--- src/rtl/dma_seq_pkg.sv ---
package dma_seq_pkg;

   typedef enum logic [1:0] {
      MODE_SINGLE = 2'd0,
      MODE_DEMAND = 2'd1,
      MODE_VERIFY = 2'd2,
      MODE_INCR   = 2'd3
   } xfer_mode_e;

   typedef enum logic [1:0] {
      ST_IDLE = 2'd0,
      ST_IO   = 2'd1,
      ST_MEM  = 2'd2
   } seq_state_e;

   typedef struct packed {
      xfer_mode_e mode;
      logic       auto_init;
      logic       wide;
   } chan_cfg_t;

endpackage

--- src/rtl/dma_width_decode.sv ---
module dma_width_decode #(
   parameter int CHAN_W    = 3,
   parameter int RSVD_CHAN = 4,
   parameter int WIDE_BASE = RSVD_CHAN + 1
) (
   input  logic [CHAN_W-1:0] chan,
   output logic              chan_ok,
   output logic              wide
);
   localparam int NUM_CHAN = 1 << CHAN_W;

   if (RSVD_CHAN >= NUM_CHAN) begin : g_bad_rsvd
      $error("RSVD_CHAN outside channel range");
   end
   if (WIDE_BASE > NUM_CHAN) begin : g_bad_wide
      $error("WIDE_BASE outside channel range");
   end

   always_comb begin
      chan_ok = (int'(chan) != RSVD_CHAN);
      wide    = (int'(chan) >= WIDE_BASE);
   end
endmodule

--- src/rtl/dma_be_gen.sv ---
module dma_be_gen #(
   parameter int BE_W         = 4,
   parameter int NARROW_LANES = 1,
   parameter int WIDE_LANES   = 2
) (
   input  logic            io_active,
   input  logic            wide,
   input  logic            verify,
   output logic [BE_W-1:0] be_n
);
   localparam int LANE_CW = $clog2(BE_W + 1);

   if (NARROW_LANES < 1 || NARROW_LANES > BE_W) begin : g_bad_narrow
      $error("NARROW_LANES out of range");
   end
   if (WIDE_LANES < NARROW_LANES || WIDE_LANES > BE_W) begin : g_bad_widel
      $error("WIDE_LANES out of range");
   end

   logic [LANE_CW-1:0] lanes;

   always_comb begin
      if (!io_active || verify) lanes = '0;
      else if (wide)            lanes = LANE_CW'(WIDE_LANES);
      else                      lanes = LANE_CW'(NARROW_LANES);
   end

   for (genvar i = 0; i < BE_W; i++) begin : g_lane
      assign be_n[i] = !(LANE_CW'(i) < lanes);
   end
endmodule

--- src/rtl/dma_req_hist.sv ---
module dma_req_hist #(
   parameter int LAG = 7
) (
   input  logic clk,
   input  logic rst_n,
   input  logic req_in,
   output logic req_q
);
   if (LAG < 0) begin : g_bad_lag
      $error("LAG must not be negative");
   end

   if (LAG == 0) begin : g_bypass
      assign req_q = req_in;
   end else if (LAG == 1) begin : g_single
      logic hist_q;
      always_ff @(posedge clk or negedge rst_n) begin
         if (!rst_n) hist_q <= 1'b0;
         else        hist_q <= req_in;
      end
      assign req_q = hist_q;
   end else begin : g_shift
      logic [LAG-1:0] hist_q;
      always_ff @(posedge clk or negedge rst_n) begin
         if (!rst_n) hist_q <= '0;
         else        hist_q <= {hist_q[LAG-2:0], req_in};
      end
      assign req_q = hist_q[LAG-1];
   end
endmodule

--- src/rtl/dma_seq_fsm.sv ---
module dma_seq_fsm
   import dma_seq_pkg::*;
#(
   parameter int MEM_CLKS = 2
) (
   input  logic       clk,
   input  logic       rst_n,
   input  logic       start,
   input  logic       chan_ok,
   input  logic       wide_in,
   input  xfer_mode_e mode_in,
   input  logic       auto_in,
   input  logic       tgt_rdy,
   input  logic       tc_hit,
   input  logic       req_q,
   output logic       io_cyc,
   output logic       mem_cyc,
   output logic       busy,
   output logic       tc_pulse,
   output logic       seq_done,
   output chan_cfg_t  cfg
);
   localparam int CNT_W = (MEM_CLKS > 1) ? $clog2(MEM_CLKS) : 1;
   localparam logic [CNT_W-1:0] CNT_LAST = CNT_W'(MEM_CLKS - 1);

   if (MEM_CLKS < 1) begin : g_bad_mem
      $error("MEM_CLKS must be at least 1");
   end

   seq_state_e       state_q;
   chan_cfg_t        cfg_q;
   logic [CNT_W-1:0] cnt_q;
   logic             end_q;
   logic             end_now;

   always_comb begin
      end_now = (cfg_q.mode == MODE_SINGLE) ||
                (tc_hit && !cfg_q.auto_init) ||
                !req_q;
   end

   always_ff @(posedge clk or negedge rst_n) begin
      if (!rst_n) begin
         state_q  <= ST_IDLE;
         cfg_q    <= '0;
         cnt_q    <= '0;
         end_q    <= 1'b0;
         tc_pulse <= 1'b0;
         seq_done <= 1'b0;
      end else begin
         tc_pulse <= 1'b0;
         seq_done <= 1'b0;
         unique case (state_q)
            ST_IDLE: begin
               if (start && chan_ok) begin
                  cfg_q.mode      <= mode_in;
                  cfg_q.auto_init <= auto_in;
                  cfg_q.wide      <= wide_in;
                  state_q         <= ST_IO;
               end
            end
            ST_IO: begin
               if (tgt_rdy) begin
                  tc_pulse <= tc_hit;
                  if (cfg_q.mode == MODE_VERIFY) begin
                     if (end_now) begin
                        state_q  <= ST_IDLE;
                        seq_done <= 1'b1;
                     end
                  end else begin
                     state_q <= ST_MEM;
                     end_q   <= end_now;
                     cnt_q   <= '0;
                  end
               end
            end
            ST_MEM: begin
               if (cnt_q == CNT_LAST) begin
                  if (end_q) begin
                     state_q  <= ST_IDLE;
                     seq_done <= 1'b1;
                  end else begin
                     state_q <= ST_IO;
                  end
               end else begin
                  cnt_q <= cnt_q + 1'b1;
               end
            end
            default: state_q <= ST_IDLE;
         endcase
      end
   end

   assign io_cyc  = (state_q == ST_IO);
   assign mem_cyc = (state_q == ST_MEM);
   assign busy    = (state_q != ST_IDLE);
   assign cfg     = cfg_q;

   // verify sequences never enter the memory phase
   p_verify_nomem_r4: assert property (@(posedge clk) disable iff (!rst_n)
      mem_cyc |-> (cfg_q.mode != MODE_VERIFY));

   // single mode leaves for idle at the end of its memory phase
   p_single_end_r8: assert property (@(posedge clk) disable iff (!rst_n)
      (mem_cyc && cnt_q == CNT_LAST && cfg_q.mode == MODE_SINGLE) |=> !busy);

   // terminal count without autoinitialize marks the transfer final
   p_tc_final_r9: assert property (@(posedge clk) disable iff (!rst_n)
      (io_cyc && tgt_rdy && tc_hit && !cfg_q.auto_init &&
       cfg_q.mode != MODE_VERIFY) |=> (mem_cyc && end_q));
endmodule

--- src/rtl/dma_xfer_seq.sv ---
module dma_xfer_seq
   import dma_seq_pkg::*;
#(
   parameter int CHAN_W    = 3,
   parameter int BE_W      = 4,
   parameter int RSVD_CHAN = 4,
   parameter int REQ_LAG   = 7,
   parameter int MEM_CLKS  = 2
) (
   input  logic              clk,
   input  logic              rst_n,
   input  logic              start,
   input  logic [CHAN_W-1:0] chan_sel,
   input  logic [1:0]        xfer_mode,
   input  logic              auto_init,
   input  logic              periph_req,
   input  logic              tgt_rdy,
   input  logic              tc_hit,
   output logic [BE_W-1:0]   be_n,
   output logic              io_cyc,
   output logic              mem_cyc,
   output logic              busy,
   output logic              tc_pulse,
   output logic              seq_done
);
   localparam logic [BE_W-1:0] BE_IDLE = '1;

   logic      chan_ok, wide;
   logic      req_q;
   chan_cfg_t cfg;

   dma_width_decode #(
      .CHAN_W   (CHAN_W),
      .RSVD_CHAN(RSVD_CHAN)
   ) u_decode (
      .chan   (chan_sel),
      .chan_ok(chan_ok),
      .wide   (wide)
   );

   dma_req_hist #(
      .LAG(REQ_LAG)
   ) u_hist (
      .clk   (clk),
      .rst_n (rst_n),
      .req_in(periph_req),
      .req_q (req_q)
   );

   dma_seq_fsm #(
      .MEM_CLKS(MEM_CLKS)
   ) u_fsm (
      .clk     (clk),
      .rst_n   (rst_n),
      .start   (start),
      .chan_ok (chan_ok),
      .wide_in (wide),
      .mode_in (xfer_mode_e'(xfer_mode)),
      .auto_in (auto_init),
      .tgt_rdy (tgt_rdy),
      .tc_hit  (tc_hit),
      .req_q   (req_q),
      .io_cyc  (io_cyc),
      .mem_cyc (mem_cyc),
      .busy    (busy),
      .tc_pulse(tc_pulse),
      .seq_done(seq_done),
      .cfg     (cfg)
   );

   dma_be_gen #(
      .BE_W(BE_W)
   ) u_be (
      .io_active(io_cyc),
      .wide     (cfg.wide),
      .verify   (cfg.mode == MODE_VERIFY),
      .be_n     (be_n)
   );

   // byte enables inactive outside I/O cycles
   p_be_idle_r6: assert property (@(posedge clk) disable iff (!rst_n)
      !io_cyc |-> (be_n == BE_IDLE));

   // a sequence only starts for a non-reserved channel
   p_rsvd_skip_r5: assert property (@(posedge clk) disable iff (!rst_n)
      $rose(busy) |-> (int'($past(chan_sel)) != RSVD_CHAN));

   // a memory phase is always entered from an I/O cycle
   p_mem_after_io_r7: assert property (@(posedge clk) disable iff (!rst_n)
      $rose(mem_cyc) |-> $past(io_cyc && tgt_rdy));

   // the count pulse follows a strobe that carried terminal count
   p_tc_strobe_r11: assert property (@(posedge clk) disable iff (!rst_n)
      tc_pulse |-> $past(io_cyc && tgt_rdy && tc_hit));

   // end pulse only while idle
   p_done_idle_r12: assert property (@(posedge clk) disable iff (!rst_n)
      seq_done |-> !busy);
endmodule

--- config.mk ---
export PLATFORM = sky130hd
export DESIGN_NAME = dma_xfer_seq
export DESIGN_NICKNAME = d
export VERILOG_FILES = /design/src/rtl/dma_seq_pkg.sv /design/src/rtl/dma_width_decode.sv /design/src/rtl/dma_be_gen.sv /design/src/rtl/dma_req_hist.sv /design/src/rtl/dma_seq_fsm.sv /design/src/rtl/dma_xfer_seq.sv
export SDC_FILE = /design/constraint.sdc
export NUM_CORES = 1
export LEC_CHECK = 0
export ABC_AREA = 1
export BUFFER_PORTS_ARGS = -buffer_cell sky130_fd_sc_hd__buf_2
export CORE_MARGIN = 4
export CORE_UTILIZATION = 45
export CTS_CLUSTER_DIAMETER = 50
export DETAILED_ROUTE_END_ITERATION = 12
export PLACE_DENSITY = 0.7
export SYNTH_ARGS = -nofsm -noshare
export SYNTH_HDL_FRONTEND = slang
export SYNTH_SLANG_ARGS = --single-unit
--- constraint.sdc ---
create_clock -name clk -period 1.4 [get_ports clk]
set_clock_uncertainty 0.05 [all_clocks]
set_input_delay 0.14 -clock clk [delete_from_list [all_inputs] [get_ports clk]]
set_output_delay 0.14 -clock clk [all_outputs]
set_load 0.02 [all_outputs]
; Word level (Yosys, flattened, before mapping)
; Cells that the tools add are included.
[word_totals]
register_bits = 17
latchBits = 0
ramBits = 0
romBits = 0
inputBits = 12
output_inout_bits = 9
wordCells = 66
memories = 0
[classes]
n_addsub = 1
n_mul = 0
div_mod_pow = 0
n_lt_le_gt_ge = 5
n_eq_ne = 9
shift = 0
mux = 21
n_bitwise = 1
reduce_logical = 20
[ops]
columns = cell, count
row1 = 2-to-1 mux 2 bit, 6
row2 = 2-to-1 mux 1 bit, 11
row3 = zero test 1 bit, 7
row4 = less-than comparator 1 x 3 -> 1 bit (first input constant), 2
row5 = less-than comparator 2 x 3 -> 1 bit (first input constant), 2
row6 = != test 3 bit (second input constant), 2
row7 = case mux 2 bit (3 select lines), 1
row8 = AND reduction 3 bit, 2
row9 = equality test 2 bit (second input constant), 2
row10 = zero test 2 bit, 2
row11 = != test 2 x 1 -> 1 bit (second input constant), 2
row12 = != test 2 bit (second input constant), 2
row13 = case mux 1 bit (2 select lines), 2
row14 = AND reduction 4 bit, 1
row15 = nonzero test 2 bit, 2
row16 = greater-or-equal comparator 3 bit (second input constant), 1
row17 = logical OR 1 bit, 3
row18 = 2-to-1 mux 3 bit, 1
row19 = equality test 2 x 1 -> 1 bit (second input constant), 1
row20 = logical AND 1 bit, 2
row21 = AND reduction 2 bit, 1
row22 = adder 1 bit (second input constant), 1
row23 = inverter 1 bit, 1

; Logic depth before layout (Yosys ltp)
; Gate-level depths: netlist (run 1).
[depth]
depth_word = 8
depth_mapped = 8
mapped_depth_nobuf = 8

; Modules after synthesis
; Synthesis (run 1) repeated with hierarchy kept, for this count alone.
[hier_totals]
cells_unflattened = 87
hier_area_um2 = 802.0
[by_module_without_submodules]
columns = mod, n_inst, cells_each, area_each_um2, seq_area_each_um2
row1 = dma_seq_fsm, 1, 68, 563.0, 250.2
row2 = dma_req_hist, 1, 7, 175.2, 175.2
row3 = dma_be_gen, 1, 6, 36.3, 0.0
row4 = dma_width_decode, 1, 4, 17.5, 0.0
row5 = dma_xfer_seq, 1, 2, 10.0, 0.0

; Worst setup path after synthesis (run 1)
; OpenSTA, ideal clock, no wires.
[synth_path]
path_type = flip-flop to flip-flop
from = reg u_fsm.state_q[1]
to = reg u_fsm.end_q
setup_ns = 0.126
arrival_time_ns = 1.302
required_ns = 1.224
path_slack_ns = -0.078
path_stages_with_launch = 6
n_path_buf = 0
period_less_slack_ns = 1.478
cell_sequence = dfrtp_1 > inv_1 > ha_1 > nand2_1 > nor2_2 > o21ai_0
[synth_between]
elab_chain_cells = 2
[synth_lines]
columns = item, line_no
row1 = from (decl), dma_seq_fsm.sv:30  ; seq_state_e state_q;
row2 = from (signal assigned), dma_seq_fsm.sv:44  ; state_q <= ST_IDLE;
row3 = from (signal assigned), dma_seq_fsm.sv:59  ; state_q <= ST_IO;
row4 = from (signal assigned), dma_seq_fsm.sv:67  ; state_q <= ST_IDLE;
row5 = equality test 2 x 1 -> 1 bit, n/a
row6 = net io_cyc, dma_xfer_seq.sv:20  ; output logic io_cyc,
row7 = AND reduction 3 bit (no source line), n/a
row8 = to (signal assigned), dma_seq_fsm.sv:72  ; end_q <= end_now;
row9 = to (decl), dma_seq_fsm.sv:33  ; logic end_q;
; The timed path passes the listed nets, and every way through them passes these cells.
; A chain may end at the register's enable or synchronous reset.

; Worst setup path in the final report (run 1)
[layout_path]
from = reg u_fsm.state_q[0]
to = out busy
[layout_between]
elab_chain_cells = 1
[layout_lines]
columns = item, line_no
row1 = nonzero test 2 bit, dma_seq_fsm.sv:96  ; assign busy = (state_q != ST_IDLE);
row2 = to (decl), dma_xfer_seq.sv:22  ; output logic busy,
; Every way passes these cells.

==> out/summary.md, run 1 <==
## Power
* 789 µW — net switching power
* 1140 µW — cell internal power dissipation
* 0.000525 µW — static leakage
* 0.494 — combinational power share
* 0.408 — switching share of power
* 1910 nW/µm² — Pwr per Cell Area
* 969 µV — Peak VDD IR
* 0.364 — power share of the sequential group
* 0.141 — portion of total power attributed to the clock network

## Placed design
* 0.823 — routability congestion estimate from global placement
* 18 — number of port buffers
* 115 — cell total after placement
* 863 µm² — total cell area at the placement stage
* 1080 µm — post-detailed-placement half-perimeter wirelength

## Floorplan
* 49.2 µm — chip width
* 1560 µm² — area of the core region
* 0.489 — Initial Utilization
* 21 — number of ports placed on the die boundary
* 49.2 µm — die height
* 14 — standard-cell rows
* 2420 µm² — die area

## Global routing
* 2640 µm — first-pass GRT wire length
* 0.145 — Overall Global Routing Usage
* 0.170 — global routing usage on met1
* met2 — most crowded layer after global routing
* 0.225 — met2 track demand over resource in global routing
* 0 — antenna violations before repair
* 631 — via count of the first global-routing pass
* 18 — largest net degree at the start of global routing
* 0.0703 — fraction of met3 tracks used by global routing
* 0 — remaining global-route overflow

## Status
* finished, violations left — result of the run
* negative setup slack — violated checks

## Route
* 4.89 — Via density
* 1520 µm — total wire length
* 12.0 µm — final routed wire length divided by cell count
* 616 — total number of vias
* 0 — number of antenna-violating nets in the routed design
* 5 — number of violations reported at the end of detailed-routing iteration 0
* 4 — 1st-pass router iterations
* 0 — post-route DRC violation count

## Clock network
* 1 — H-Tree Depth
* sky130_fd_sc_hd__clkbuf_4 — buffer type at the clock tree root
* 2 — deepest clock path buffer count
* 0.31 ns — clk_lat worst skew
* 17 — clock sink count
* 3 — clock buffers created by TritonCTS
* 0.11 ns — Worst-path clk slew
* built — TritonCTS clock tree

## Run
* 0 — max-capacitance violation count

## STA
* 1.41 ns — final critical-path required period
* 707 MHz — Max Freq
* 0 — final hold violation count
* 3 — number of setup violations in the final report
* 1.01 — portion of the clock cycle consumed by the worst path in the final layout
* -0.0143 ns — setup ws final
* true — RSZ-0062 raised after global routing
* 0 — Max Transition Viols Final

## Worst setup path
* 1.22 ns — Data arrival, critical path
* 1.21 ns — data required time at the worst endpoint
* flip-flop — crit path launch type
* reg -> out — classification of the worst setup path
* output pin — capturing element type of the critical path
* 3 — crit-path max FO

## Min path
* in -> reg — Hold/Removal Path Class

## Synth
* 0 — Yosys warnings
* 9.29 µm² — per-instance average area after synthesis
* 82 — instance count of the mapped netlist
* 0.558 — part of the Yosys area used for sequential elements
* 762 µm² — netlist area before placement
* 18 — count of different cell masters after synthesis
* 17 — number of flip-flops and latches in the synthesized netlist

## Final layout
* 1010 µm² — final cell area excluding filler cells
* sky130_fd_sc_hd__nand2_1 — most common cell after layout, fill and taps aside
* 126 — Layout Cells excl Fill
* 32.5% — synthesis-to-layout area growth
* 127 — Nets
* sky130_fd_sc_hd__nand2_1, sky130_fd_sc_hd__dfrtp_1, sky130_fd_sc_hd__buf_2 — top library cells by usage in the layout, fill and taps aside
* 134 — count of filler cells inserted in the layout
* 0.373 — fraction of final layout cells with drive strength greater than 1
* 0 — antenna diode instance count

==> logic make-up after synthesis <==
kind of cell	share of synthesized area
compound gates	0.0640
fa+ha+maj	0.0657
buf+inv	0.0788
flops	0.558
other cells	0.00492
simple gates	0.228
==> layer usage <==
metal,part of all wire,vias up
met5,0,-
met2,0.46,20
met1,0.45,284
met4,0.013,0
li1,-,308
met3,0.073,4
==> path summary, 6_finish.rpt <==
path / start / to / slack, ns / cells after the start
setup / recovery: u_fsm.state_q[0]$_DFFE_PN0P_ / busy / -0.01 / 4
hold / removal: tc_hit / u_fsm.tc_pulse$_DFF_PN0_ / 0.02 / 3
setup reg to reg: u_fsm.state_q[1]$_DFFE_PN0P_ / u_fsm.state_q[0]$_DFFE_PN0P_ / 0.04 / 8
hold reg to reg: u_hist.g_shift.hist_q[4]$_DFF_PN0_ / u_hist.g_shift.hist_q[5]$_DFF_PN0_ / 0.31 / 0
max in group asynchronous: rst_n / u_fsm.state_q[0]$_DFFE_PN0P_ / 0.79 / 2
min in group asynchronous: rst_n / u_fsm.cfg[1]$_DFFE_PN0P_ / 0.23 / 2
==> metrics by stage <==
step / utilization / setup TNS (ns) / hold slack, ns / power (µW) / worst slack [ns]
after floorplan: - / 0 / -0.206 / 1230 / 0.0368
after global placement: 0.554 / 0 / 0.0318 / 1410 / 0.0651
after detailed placement: 0.554 / 0 / 0.0325 / 1430 / 0.0571
after CTS: 0.629 / -0.0360 / 0.0230 / 1880 / -0.0181
after global routing: 0.648 / -0.407 / 0.0252 / 2080 / -0.0759
final: 0.648 / -0.0307 / 0.0239 / 1930 / -0.0143
==> what timing repair did <==
item / 4_1_cts / 5_1_grt
pin swaps: 0 / 1
endpoints found under the setup margin: 5 / 7
hold buffers: 2 / 0
hold endpoints to repair: 18 / 0
setup buffers: 4 / 1
gates resized for setup: 13 / 3
==> sequential cells by signal, summed over array words and instances (netlist names) <==
| register | cells |
|---|---|
| u_fsm.tc_pulse | 1 |
| u_fsm.state_q | 2 |
| u_hist.g_shift.hist_q | 7 |
| u_fsm.cfg | 4 |
| u_fsm.end_q | 1 |
| u_fsm.seq_done | 1 |
| u_fsm.cnt_q | 1 |
==> synth_stat cells <==
cell	instances	area, µm²
sky130_fd_sc_hd__a21oi_1	3	15.0
sky130_fd_sc_hd__ha_1	4	50.1
sky130_fd_sc_hd__o21ai_0	4	20.0
sky130_fd_sc_hd__a21boi_1	1	7.51
sky130_fd_sc_hd__nand2_2	1	6.26
sky130_fd_sc_hd__nand3_1	4	20.0
sky130_fd_sc_hd__o22ai_1	1	6.26
sky130_fd_sc_hd__inv_1	11	41.3
sky130_fd_sc_hd__inv_2	1	3.75
sky130_fd_sc_hd__nor2_2	1	6.26
sky130_fd_sc_hd__dfrtp_1	17	425
sky130_fd_sc_hd__nor2_1	7	26.3
sky130_fd_sc_hd__nor2_4	1	11.3
sky130_fd_sc_hd__conb_1	1	3.75
sky130_fd_sc_hd__nand4_1	2	12.5
sky130_fd_sc_hd__buf_4	2	15.0
sky130_fd_sc_hd__nand3_2	2	20.0
sky130_fd_sc_hd__nand2_1	19	71.3
==> critical path, cell delays in order, from the launching register on <==
cell and delay (ns):
sky130_fd_sc_hd__dfrtp_2 0.46, sky130_fd_sc_hd__inv_2 0.11, sky130_fd_sc_hd__ha_4 0.14, sky130_fd_sc_hd__inv_1 0.05, sky130_fd_sc_hd__buf_4 0.15
==> power groups by stage <==
stage | clock network, µW | logic (µW) | registers (µW)
floorplan | 0 | 534 | 697
global placement | 0 | 711 | 697
detailed placement | 0 | 727 | 701
CTS | 276 | 901 | 698
global route | 314 | 1050 | 714
finish | 273 | 956 | 704
==> final cells by class <==
| cell class | count | area (µm²) | share of cell area |
|---|---|---|---|
| flip-flops and latches | 17 | 427 | 0.423 |
| multi-input cells | 52 | 325 | 0.322 |
| repair buffers | 25 | 165 | 0.164 |
| inverters | 12 | 45.0 | 0.0446 |
| clock buffers | 3 | 22.5 | 0.0223 |
| well taps | 16 | 20.0 | 0.0198 |
| clock inverters | 1 | 5.00 | 0.00496 |
Power figures use the tool's default switching activity.
==> run 2, diff against run 1 <==
--- a/config.mk
+++ b/config.mk
@@ -9,6 +9,7 @@
 export BUFFER_PORTS_ARGS = -buffer_cell sky130_fd_sc_hd__buf_2
 export CORE_MARGIN = 4
 export CORE_UTILIZATION = 45
+export CTS_BUF_LIST = sky130_fd_sc_hd__clkbuf_8
 export CTS_CLUSTER_DIAMETER = 50
 export DETAILED_ROUTE_END_ITERATION = 12
 export PLACE_DENSITY = 0.7
==> out/summary.md, run 2 (synthesized netlist as in run 1, its figures left out) <==
## Floorplan
* 0.489 — Initial Utilization, unchanged
* 21 — number of ports placed on the die boundary, unchanged
* 2420 µm² — die area, unchanged
* 14 — standard-cell rows, unchanged
* 49.2 µm — chip width, unchanged
* 1560 µm² — area of the core region, unchanged
* 49.2 µm — die height, unchanged

## Power
* 889 µV — Peak VDD IR, -8.3%
* 0.000518 µW — static leakage, -1.2%
* 1970 nW/µm² — Pwr per Cell Area, +3.1%

## Worst setup path
* output pin — capturing element type of the critical path
* u_fsm.state_q[0]$_DFFE_PN0P_ — launch point of the critical path
* 0.44 ns — largest incremental delay on the critical path, -0.02 ns
* 0.10 ns — reg-to-reg setup timing slack, +0.06 ns
* 1.16 ns — Data arrival, critical path, -0.06 ns
* 3 — crit-path max FO, unchanged
* reg -> out — classification of the worst setup path
* inv_2, ha_2, inv_1, buf_4 — critical path cell sequence
* u_fsm.state_q[1]$_DFFE_PN0P_ — reg2reg start
* sky130_fd_sc_hd__dfrtp_2 — CP max stage cell
* flip-flop — crit path launch type
* 1.21 ns — data required time at the worst endpoint, about the same

## Global routing
* 2600 µm — first-pass GRT wire length, -1.3%
* 18 — largest net degree at the start of global routing, unchanged
* 0.143 — Overall Global Routing Usage, -0.00194
* 621 — via count of the first global-routing pass, -1.6%
* 0 — antenna violations before repair, unchanged
* 0 — remaining global-route overflow, unchanged

## Clock network
* 0.07 ns — Worst-path clk slew, -0.04 ns
* 2 — deepest clock path buffer count, unchanged
* 1 — H-Tree Depth, unchanged
* sky130_fd_sc_hd__clkbuf_8 — buffer type at the clock tree root
* 17 — clock sink count, unchanged
* 3 — clock buffers created by TritonCTS, unchanged
* built — TritonCTS clock tree
* 0.26 ns — clk_lat worst skew, -0.05 ns

## Final layout
* sky130_fd_sc_hd__nand2_1 — most common cell after layout, fill and taps aside
* u_hist.g_shift.hist_q — register with the highest flop count
* 30.4% — synthesis-to-layout area growth
* 125 — Nets, -1.6%
* 0 — antenna diode instance count, unchanged
* 993 µm² — final cell area excluding filler cells, -1.6%
* 7 — number of flip-flops under the largest register name, unchanged
* 0.370 — fraction of final layout cells with drive strength greater than 1, -0.00236
* 124 — Layout Cells excl Fill, -1.6%
* sky130_fd_sc_hd__nand2_1, sky130_fd_sc_hd__dfrtp_1, sky130_fd_sc_hd__buf_2 — top library cells by usage in the layout, fill and taps aside

## Route
* 0 — post-route DRC violation count, unchanged
* 600 — total number of vias, -2.6%
* 1500 µm — total wire length, -1.3%
* 4.84 — Via density, -1.0%
* 12.1 µm — final routed wire length divided by cell count, +0.27%
* 2 — number of violations reported at the end of detailed-routing iteration 0, -3
* 4 — 1st-pass router iterations, unchanged
* 0 — number of antenna-violating nets in the routed design, unchanged

## STA
* 0.967 — portion of the clock cycle consumed by the worst path in the final layout, -0.0431
* 739 MHz — Max Freq, +4.5%
* 0 — number of setup violations in the final report, -3
* 0.0708 ns — worst hold-check slack, +0.0470 ns
* 1.35 ns — final critical-path required period, -0.0603 ns
* true — RSZ-0062 raised after global routing
* 0 — final hold violation count, unchanged
* 0 — Max Transition Viols Final, unchanged
* 0.0460 ns — setup ws final, +0.0603 ns

## Min path
* tc_hit — launch instance of the worst min-delay path
* in -> reg — Hold/Removal Path Class

## Placed design
* 1080 µm — post-detailed-placement half-perimeter wirelength, unchanged
* 0.0571 ns — minimum setup slack after placement, unchanged
* 115 — cell total after placement, unchanged
* 0.823 — routability congestion estimate from global placement, unchanged
* 18 — number of port buffers, unchanged
* 863 µm² — total cell area at the placement stage, unchanged

## Run
* 0 — max-capacitance violation count, unchanged

## Status
* finished, final reports clean — result of the run

[run 2: power by group]
part | switching, µW | total [µW] | internal [µW]
Sequential | 84.9 | 707 | 622
Clock | 172 | 370 | 198
Combinational | 514 | 884 | 370
[run 2: cell type report]
class | instances | area (µm²)
clock inverter | 1 | 5.00
multi-input combinational | 52 | 305
timing repair buffer | 23 | 150
fill | 137 | 566
sequential | 17 | 427
inverter | 12 | 45.0
clock buffer | 3 | 41.3
tap | 16 | 20.0
[run 2: metrics by stage]
| stage | setup TNS (ns) | utilization | power [µW] |
|---|---|---|---|
| 2_1_floorplan | 0 | - | 1230 |
| 3_3_place_gp | 0 | 0.554 | 1410 |
| 3_5_place_dp | 0 | 0.554 | 1430 |
| 4_1_cts | 0 | 0.622 | 1900 |
| 5_1_grt | -0.0131 | 0.637 | 2110 |
| 6_report | 0 | 0.637 | 1960 |
[run 2: worst paths after layout]
check	endpoint	cells after the start
min	u_fsm.tc_pulse$_DFF_PN0_	3
min in group asynchronous	u_fsm.cfg[1]$_DFFE_PN0P_	2
max in group asynchronous	u_fsm.state_q[0]$_DFFE_PN0P_	2
min reg2reg	u_hist.g_shift.hist_q[5]$_DFF_PN0_	0
max	busy	4
max reg2reg	u_fsm.state_q[1]$_DFFE_PN0P_	8
[run 2: routing by layer]
layer	vias up	GRT usage	part of all wire
met3	4	0.0703	0.075
met2	20	0.221	0.47
li1	301	-	-
met1	275	0.168	0.44
met5	-	0	0
met4	0	0.0569	0.013
[run 2: what timing repair did]
| item | 4_1_cts | 5_1_grt |
|---|---|---|
| buffers inserted | 3 | 0 |
| endpoints found under the setup margin | 3 | 9 |
| hold buffers | 2 | 0 |
| endpoints found under the hold margin | 18 | 0 |
| resized for setup | 5 | 10 |
[run 2: critical path, delay by kind of cell (launching register included)]
family     cells  cell delay (ns)
flops          1             0.44
buf+inv        3             0.28
fa+ha+maj      1             0.18
==> run 3, diff against run 2 <==
--- a/config.mk
+++ b/config.mk
@@ -7,6 +7,7 @@
 export LEC_CHECK = 0
 export ABC_AREA = 1
 export BUFFER_PORTS_ARGS = -buffer_cell sky130_fd_sc_hd__buf_2
+export CORE_ASPECT_RATIO = 0.9
 export CORE_MARGIN = 4
 export CORE_UTILIZATION = 45
 export CTS_BUF_LIST = sky130_fd_sc_hd__clkbuf_8
==> out/summary.md, run 3 (synthesized netlist as in run 1, its figures left out) <==
## Final layout
* 987 µm² — final cell area excluding filler cells, -0.63%
* 7 — number of flip-flops under the largest register name, unchanged
* sky130_fd_sc_hd__nand2_1 — most common cell after layout, fill and taps aside
* 29.6% — synthesis-to-layout area growth
* 136 — count of filler cells inserted in the layout, -0.73%
* 128 — Layout Cells excl Fill, +3.2%
* 0.653 — final core utilization, +0.0154
* 0 — antenna diode instance count, unchanged
* 123 — Nets, -1.6%
* 0.349 — fraction of final layout cells with drive strength greater than 1, -0.0213
* u_hist.g_shift.hist_q — register with the highest flop count
* sky130_fd_sc_hd__nand2_1, sky130_fd_sc_hd__dfrtp_1, sky130_fd_sc_hd__buf_2 — top library cells by usage in the layout, fill and taps aside

## Placed design
* 1090 µm — post-detailed-placement half-perimeter wirelength, +0.68%
* 121 — cell total after placement, +5.2%
* 18 — number of port buffers, unchanged
* 0.797 — routability congestion estimate from global placement, -3.1%
* 871 µm² — total cell area at the placement stage, +0.87%

## STA
* 0.0633 ns — worst hold-check slack, -0.00757 ns
* 0 — number of setup violations in the final report, unchanged
* 0 — final hold violation count, unchanged
* 730 MHz — Max Freq, -1.2%
* 0 — Max Transition Viols Final, unchanged
* 0.979 — portion of the clock cycle consumed by the worst path in the final layout, +0.0117
* true — RSZ-0062 raised after global routing
* 1.37 ns — final critical-path required period, +0.0164 ns

## Power
* 1010 µV — Peak VDD IR, +14%
* 0.000509 µW — static leakage, -1.8%
* 1930 µW — total chip power, -1.4%
* 1960 nW/µm² — Pwr per Cell Area, -0.82%

## Global routing
* 0 — remaining global-route overflow, unchanged
* 587 — via count of the first global-routing pass, -5.5%
* 18 — largest net degree at the start of global routing, unchanged
* 0.170 — global routing usage on met1, +0.00138
* 2390 µm — first-pass GRT wire length, -8.0%
* 0.223 — met2 track demand over resource in global routing, +0.00237
* 0.0603 — fraction of met3 tracks used by global routing, -0.0100
* met2 — most crowded layer after global routing
* 0 — antenna violations before repair, unchanged
* 0.139 — Overall Global Routing Usage, -0.00433

## Route
* 15 — number of violations reported at the end of detailed-routing iteration 0, +13
* 11.7 µm — final routed wire length divided by cell count, -3.1%
* 1500 µm — total wire length, about the same
* 597 — total number of vias, -0.50%
* 4.66 — Via density, -3.6%
* 5 — 1st-pass router iterations, +1
* 0 — number of antenna-violating nets in the routed design, unchanged
* 0 — post-route DRC violation count, unchanged

## Clock network
* 0.06 ns — Worst-path clk slew, about the same
* 2 — deepest clock path buffer count, unchanged
* 0.25 ns — clk_lat worst skew, about the same
* 17 — clock sink count, unchanged
* sky130_fd_sc_hd__clkbuf_8 — buffer type at the clock tree root
* 3 — clock buffers created by TritonCTS, unchanged
* built — TritonCTS clock tree
* 1 — H-Tree Depth, unchanged

## Run
* 0 — max-capacitance violation count, unchanged

## Worst setup path
* reg -> out — classification of the worst setup path
* 4 — crit-path max FO, +1
* 1.18 ns — Data arrival, critical path, +0.02 ns
* flip-flop — crit path launch type
* output pin — capturing element type of the critical path
* 0.10 ns — reg-to-reg setup timing slack, about the same
* 1.21 ns — data required time at the worst endpoint, about the same

## Floorplan
* 47.0 µm — die height, -4.3%
* 2420 µm² — die area, about the same
* 0.504 — Initial Utilization, +0.0150
* 13 — standard-cell rows, -1
* 1510 µm² — area of the core region, -3.0%
* 21 — number of ports placed on the die boundary, unchanged
* 51.4 µm — chip width, +4.5%

## Min path
* in -> reg — Hold/Removal Path Class

## Status
* finished, final reports clean — result of the run

## run 3: cell count changes in the layout (fill, tap and decap cells not counted)
| cell | before | now |
|---|---|---|
| sky130_fd_sc_hd__inv_2 | 4 | 3 |
| sky130_fd_sc_hd__nand2_2 | 2 | 1 |
| sky130_fd_sc_hd__inv_1 | 8 | 9 |
| sky130_fd_sc_hd__nand2_4 | 0 | 1 |
| sky130_fd_sc_hd__buf_6 | 2 | 1 |
| sky130_fd_sc_hd__buf_4 | 5 | 4 |
## run 3: what timing repair did
| action | in CTS | in global routing |
|---|---|---|
| setup endpoints to repair | 3 | 10 |
| cloned | 0 | 0 |
| resized for setup | 6 | 8 |
| hold buffers | 2 | 0 |
| setup buffers | 0 | 1 |
| pin swaps | 0 | 1 |
| hold endpoints to repair | 18 | 0 |
## run 3: routing by layer
layer	share of wire	up-vias
li1	-	302
met1	0.43	272
met2	0.48	21
met3	0.085	2
met4	0.0053	0
met5	0	-
## run 3: final timing paths
check                                                   startpoint  cells after the start                                  to
worst min-delay path                                        tc_hit                      3            u_fsm.tc_pulse$_DFF_PN0_
worst max register to register        u_fsm.state_q[0]$_DFFE_PN0P_                      5            u_fsm.cfg[1]$_DFFE_PN0P_
min in group asynchronous                                    rst_n                      2            u_fsm.tc_pulse$_DFF_PN0_
worst max-delay path                  u_fsm.state_q[0]$_DFFE_PN0P_                      4                                busy
max in group asynchronous                                    rst_n                      2        u_fsm.state_q[0]$_DFFE_PN0P_
worst min register to register  u_hist.g_shift.hist_q[4]$_DFF_PN0_                      0  u_hist.g_shift.hist_q[5]$_DFF_PN0_
## run 3: per-stage QoR
stage	setup WS, ns	setup TNS [ns]
after detailed placement	0.0509	0
after global routing	-0.0254	-0.0431
after floorplan	0.0368	0
final	0.0297	0
after CTS	-0.0225	-0.0225
after global placement	0.0655	0
## run 3: critical path, cell delays in order, from the launching register on
cell and delay, ns:
sky130_fd_sc_hd__dfrtp_2 0.44, sky130_fd_sc_hd__inv_2 0.08, sky130_fd_sc_hd__ha_2 0.19, sky130_fd_sc_hd__inv_1 0.06, sky130_fd_sc_hd__buf_4 0.15
## run 3: layout make-up
| class | count | area, µm² | area share |
|---|---|---|---|
| Tap cell | 22 | 27.5 | 0.0279 |
| Clock buffer | 3 | 41.3 | 0.0418 |
| Inverter | 12 | 45.0 | 0.0456 |
| Timing Repair Buffer | 21 | 131 | 0.133 |
| Sequential cell | 17 | 427 | 0.432 |
| Multi-Input combinational cell | 52 | 310 | 0.314 |
| Clock inverter | 1 | 5.00 | 0.00507 |
## run 3: report_power, final
group          leakage, µW  internal (µW)  switching [µW]
clock network    0.0000255            197             157
registers         0.000204            623            91.1
logic             0.000280            346             518
total             0.000509           1170             767
